$ cat src/rtl/cbf_snoop_filter.sv
module cbf_snoop_filter #(
  parameter int ADDR_W = 32,
  parameter int IDX_W  = 6,
  parameter int CNT_W  = 10
) (
  input  logic              clk,
  input  logic              rst,
  input  logic              ins_valid,
  input  logic [ADDR_W-1:0] ins_addr,
  input  logic              rem_valid,
  input  logic [ADDR_W-1:0] rem_addr,
  input  logic              qry_valid,
  input  logic [ADDR_W-1:0] qry_addr,
  output logic              hit_valid,
  output logic              hit
);
  localparam int DEPTH = 1 << IDX_W;
  localparam int HALF  = ADDR_W / 2;
  localparam logic [CNT_W-1:0] CMAX = '1;

  function automatic logic [IDX_W-1:0] fold(input logic [HALF-1:0] v);
    logic [IDX_W-1:0] r;
    r = '0;
    for (int i = 0; i < HALF; i++) r[i % IDX_W] ^= v[i];
    return r;
  endfunction

  logic [CNT_W-1:0] cnt [2][DEPTH];
  logic [IDX_W-1:0] ins_idx [2];
  logic [IDX_W-1:0] rem_idx [2];
  logic [IDX_W-1:0] qry_idx [2];

  assign ins_idx[0] = fold(ins_addr[HALF-1:0]);
  assign ins_idx[1] = fold(ins_addr[2*HALF-1:HALF]);
  assign rem_idx[0] = fold(rem_addr[HALF-1:0]);
  assign rem_idx[1] = fold(rem_addr[2*HALF-1:HALF]);
  assign qry_idx[0] = fold(qry_addr[HALF-1:0]);
  assign qry_idx[1] = fold(qry_addr[2*HALF-1:HALF]);

  for (genvar k = 0; k < 2; k++) begin : g_arr
    for (genvar e = 0; e < DEPTH; e++) begin : g_ent
      logic inc, dec;
      assign inc = ins_valid && (ins_idx[k] == IDX_W'(e));
      assign dec = rem_valid && (rem_idx[k] == IDX_W'(e));
      always_ff @(posedge clk) begin
        if (rst)
          cnt[k][e] <= '0;
        else if (inc && !dec && cnt[k][e] != CMAX)
          cnt[k][e] <= cnt[k][e] + 1'b1;
        else if (dec && !inc && cnt[k][e] != '0 && cnt[k][e] != CMAX)
          cnt[k][e] <= cnt[k][e] - 1'b1;
      end
    end
  end

  always_ff @(posedge clk) begin
    if (rst) begin
      hit_valid <= 1'b0;
      hit       <= 1'b0;
    end else begin
      hit_valid <= qry_valid;
      hit       <= qry_valid && (cnt[0][qry_idx[0]] != '0) && (cnt[1][qry_idx[1]] != '0);
    end
  end

  assert_reset_quiet_R1: assert property (@(posedge clk)
    $past(rst) |-> (!hit_valid && !hit && cnt[0][0] == '0 && cnt[1][0] == '0));

  assert_result_timing_R9: assert property (@(posedge clk) disable iff (rst)
    qry_valid |=> hit_valid);

  assert_no_stray_valid_R9: assert property (@(posedge clk) disable iff (rst)
    !qry_valid |=> (!hit_valid && !hit));

  assert_insert_nonzero_R3: assert property (@(posedge clk) disable iff (rst)
    (ins_valid && !(rem_valid && rem_idx[0] == ins_idx[0]))
      |=> cnt[0][$past(ins_idx[0])] != '0);

  assert_saturated_hold_R6: assert property (@(posedge clk) disable iff (rst)
    (rem_valid && cnt[1][rem_idx[1]] == CMAX) |=> cnt[1][$past(rem_idx[1])] == CMAX);

  assert_no_underflow_R7: assert property (@(posedge clk) disable iff (rst)
    (rem_valid && cnt[0][rem_idx[0]] == '0 && !(ins_valid && ins_idx[0] == rem_idx[0]))
      |=> cnt[0][$past(rem_idx[0])] == '0);

  assert_cancel_R8: assert property (@(posedge clk) disable iff (rst)
    (ins_valid && rem_valid && ins_idx[0] == rem_idx[0])
      |=> cnt[0][$past(ins_idx[0])] == $past(cnt[0][ins_idx[0]]));
endmodule

$ cat config.mk
export PLATFORM = sky130hd
export DESIGN_NAME = cbf_snoop_filter
export DESIGN_NICKNAME = d
export VERILOG_FILES = /design/src/rtl/cbf_snoop_filter.sv
export SDC_FILE = /design/constraint.sdc
export NUM_CORES = 2
export LEC_CHECK = 0
export ABC_AREA = 1
export BUFFER_PORTS_ARGS = -buffer_cell sky130_fd_sc_hd__buf_2
export CAP_MARGIN = 15
export CORE_AREA = 4 4 400 402
export DETAILED_ROUTE_END_ITERATION = 10
export DIE_AREA = 0 0 404 406
export PLACE_DENSITY = 0.89
export SLEW_MARGIN = 20
export SYNTH_ARGS = -nofsm -noshare
export SYNTH_HDL_FRONTEND = slang
export SYNTH_SLANG_ARGS = --single-unit
$ cat constraint.sdc
create_clock -name clk -period 4.2 [get_ports clk]
set_input_delay 0.63 -clock clk [delete_from_list [all_inputs] [get_ports clk]]
set_output_delay 0.63 -clock clk [all_outputs]
set_load 0.02 [all_outputs]
==> run summary <==
overall global routing resource usage: 32.4%
overall power: 33.1 mW
DRT iter0 DRCs: 12.0k
CTS tree: built
P&R area growth vs syn: 7.43%
post-route ant nets: 0
top_reg_cell synth: edfxtp_1
Overflow after GRT: 0
Vias: 96.9k
Mean Syn Cell Area: 7.38 um^2
flop and latch count out of synthesis: 1282
r2r startpoint: cnt[1][639]
Core Area: 156000 um^2
CTS max path bufs: 3
Die Y: 406 um
Post-synth ARST share: 0%
Root Buffer: clkbuf_16
Initial Util: 65.9%
dpl cells: 15.9k
post-cts sizing count: 0
# DRC: 0
Worst Path Arrival: 3830 ps
Hold Fails Final Rpt: 0
Top Ports: 103
Setup crit end kind: register
largest net degree at the start of global routing: 111
vias per cell: 5.98
Post-Synthesis Cells: 13.9k
crit path launch type: input port
Clock transition at path regs: 60 ps
fin crit share: 81.3%
CP startpoint: rem_addr[11]
RSZ-0062 raised after global routing: false
Worst Hold Class: input port to register
wire length per cell after detailed routing: 16.9 um
fin nets: 14.4k
H-tree Lvls: 4
crit path max fanout: 10
Synth cell types: 80
sequential share of the synthesized area: 37.4%
num rows: 145
Slew HR: 26.0%
clk_skew: 29.6 ps
Max-Cap Viols: 0
fin cells: 16.2k
fin crit period: 3410 ps
hold_buf cts: 0
P per Cell Area: 300 nW/um^2
vias in the first global route: 89.1k
Routed WL: 275000 um
clock latency on the worst-skew pair: 800 ps
worst setup margin: 785 ps
fraction of layout cells with a size suffix above 1: 5.60%
leakage: 44.0 nW
Setup violations, final: 0
routability congestion estimate: 0.979
Hold Crit Start: qry_valid
PortBufs: 102
first-pass GRT wire length: 441000 um
fmax: 293 MHz
Crit Path Category: input port to register
Worst Path Required: 4610 ps
pre-CTS setup slack: 141 ps
DIE WIDTH: 404 um
antenna violations before repair: 7
Post-synth EDFFs: 1280
CTS sink cnt: 1282
setup TNS: 0 ps
post-synthesis cell area: 103000 um^2
status: complete, no violations
Die ar.: 164000 um^2
TritonCTS Buffers: 150
1st-pass router iterations: 6
Final Max Slew Viols: 0
yosys synthesis warning count: 0
Worst-Margin Slew: 1100 ps
syn_nets: 14.3k
worst vdd ir: 0.415 mV
number of setup buffers added after CTS: 0
detailed placement HPWL: 198000 um
## final cells by class
class,instances,area (um^2)
fill,12100,45600
inverter,1980,7440
sequential,1282,38500
multi-input combinational,10400,55900
clock inverter,79,667
clock buffer,188,4000
tap,2058,2570
antenna,9,22.5
timing repair buffer,201,1390
## metrics by stage
step	cell area [um^2]	hold WS (ps)	util (%)
2_1_floorplan	103000	556	-
3_3_place_gp	106000	571	67.8
3_5_place_dp	106000	580	67.8
4_1_cts	110000	228	70.8
5_1_grt	110000	304	70.8
6_report	110000	291	70.8
## cells by family (layout without fill, tap and decap cells)
family          count (synthesis)  in the layout  share of synthesized area [%]
xor+xnor                     1095           1095                           9.47
mux                            12             12                          0.117
flops                        1282           1282                           37.4
compound gates               2396           2396                           13.5
fa+ha+maj                     263            263                           3.21
simple gates                 6640           6640                           28.0
buf+inv                      2238           2448                           8.27
other cells                     0              9                              0
## placed cells by master (no fill, tap or decap), drive strengths merged, types with 10 or more instances in the layout
| master | instances |
|---|---|
| xor2 | 910 |
| nor4 | 103 |
| o21a | 14 |
| inv | 1982 |
| ha | 262 |
| nand3 | 1060 |
| a32o | 41 |
| a31o | 13 |
| clkbuf | 188 |
| edfxtp | 1280 |
| nand4 | 142 |
| o211ai | 68 |
| nor3b | 17 |
| nand2 | 2846 |
| nor3 | 505 |
| nor2 | 1863 |
| clkinv | 62 |
| o2111ai | 19 |
| a22o | 14 |
| a31oi | 49 |
| o21ai | 1204 |
| or2 | 45 |
| xnor2 | 185 |
| nand3b | 33 |
| o31ai | 157 |
| a21oi | 508 |
| o22ai | 186 |
| a211oi | 17 |
| buf | 201 |
| mux2i | 12 |
| o21bai | 10 |
| o32ai | 74 |
| and3 | 10 |
## path summary, 6_finish.rpt
| check | end | slack (ps) | cells past startpoint |
|---|---|---|---|
| min | hit_valid | 290 | 3 |
| max | cnt[0][328] | 790 | 10 |
| min reg2reg | cnt[1][390] | 590 | 1 |
| max reg2reg | cnt[1][639] | 1000 | 17 |
## flip-flops by register name, indices dropped and copies added, names as in the netlist
signal	count
cnt	1280
hit	1
hit_valid	1
## power by group
| part | internal [mW] | leakage [nW] | switching, mW |
|---|---|---|---|
| combinational | 1.43 | 28.5 | 3.39 |
| clock | 7.29 | 2.25 | 5.54 |
| sequential | 14.7 | 13.2 | 0.754 |
## cell usage after synthesis (all sizes together) (33+ instances only)
master | n | area share, %
a21oi | 508 | 2.5
clkbuf | 160 | 0.58
nand4 | 142 | 0.86
nand3 | 1060 | 5.2
xnor2 | 185 | 1.6
nand3b | 33 | 0.24
o32ai | 74 | 0.65
inv | 1976 | 7.2
a31oi | 49 | 0.30
edfxtp | 1280 | 37
o22ai | 186 | 1.1
nand2 | 2846 | 10
o31ai | 157 | 1.2
nor4 | 103 | 0.72
o21ai | 1204 | 5.9
o211ai | 68 | 0.50
buf | 98 | 0.46
xor2 | 910 | 7.8
a32o | 41 | 0.40
nor2 | 1863 | 7.3
ha | 262 | 3.2
nor3 | 505 | 2.6
or2 | 45 | 0.27
## metal layers
metal / part of all wire (%) / vias to the layer above / routed length (um) / global-route usage [%]
met1: 40 / 44400 / 111000 / 44.5
met4: 3.7 / 2 / 10200 / 12.3
met2: 44 / 4726 / 121000 / 50.6
met3: 12 / 736 / 32600 / 6.97
met5: 0.0047 / - / 13 / 0
li1: - / 47100 / - / -
## critical path, cell delays in order
cell      delay, ps
buf_2           110
xnor2_2         420
inv_1           140
nor2_1          730
inv_1           510
nor2_1          290
nand3_1         140
a211oi_4        380
inv_2            90
nand3_1         370
Power figures use the tool's default switching activity.
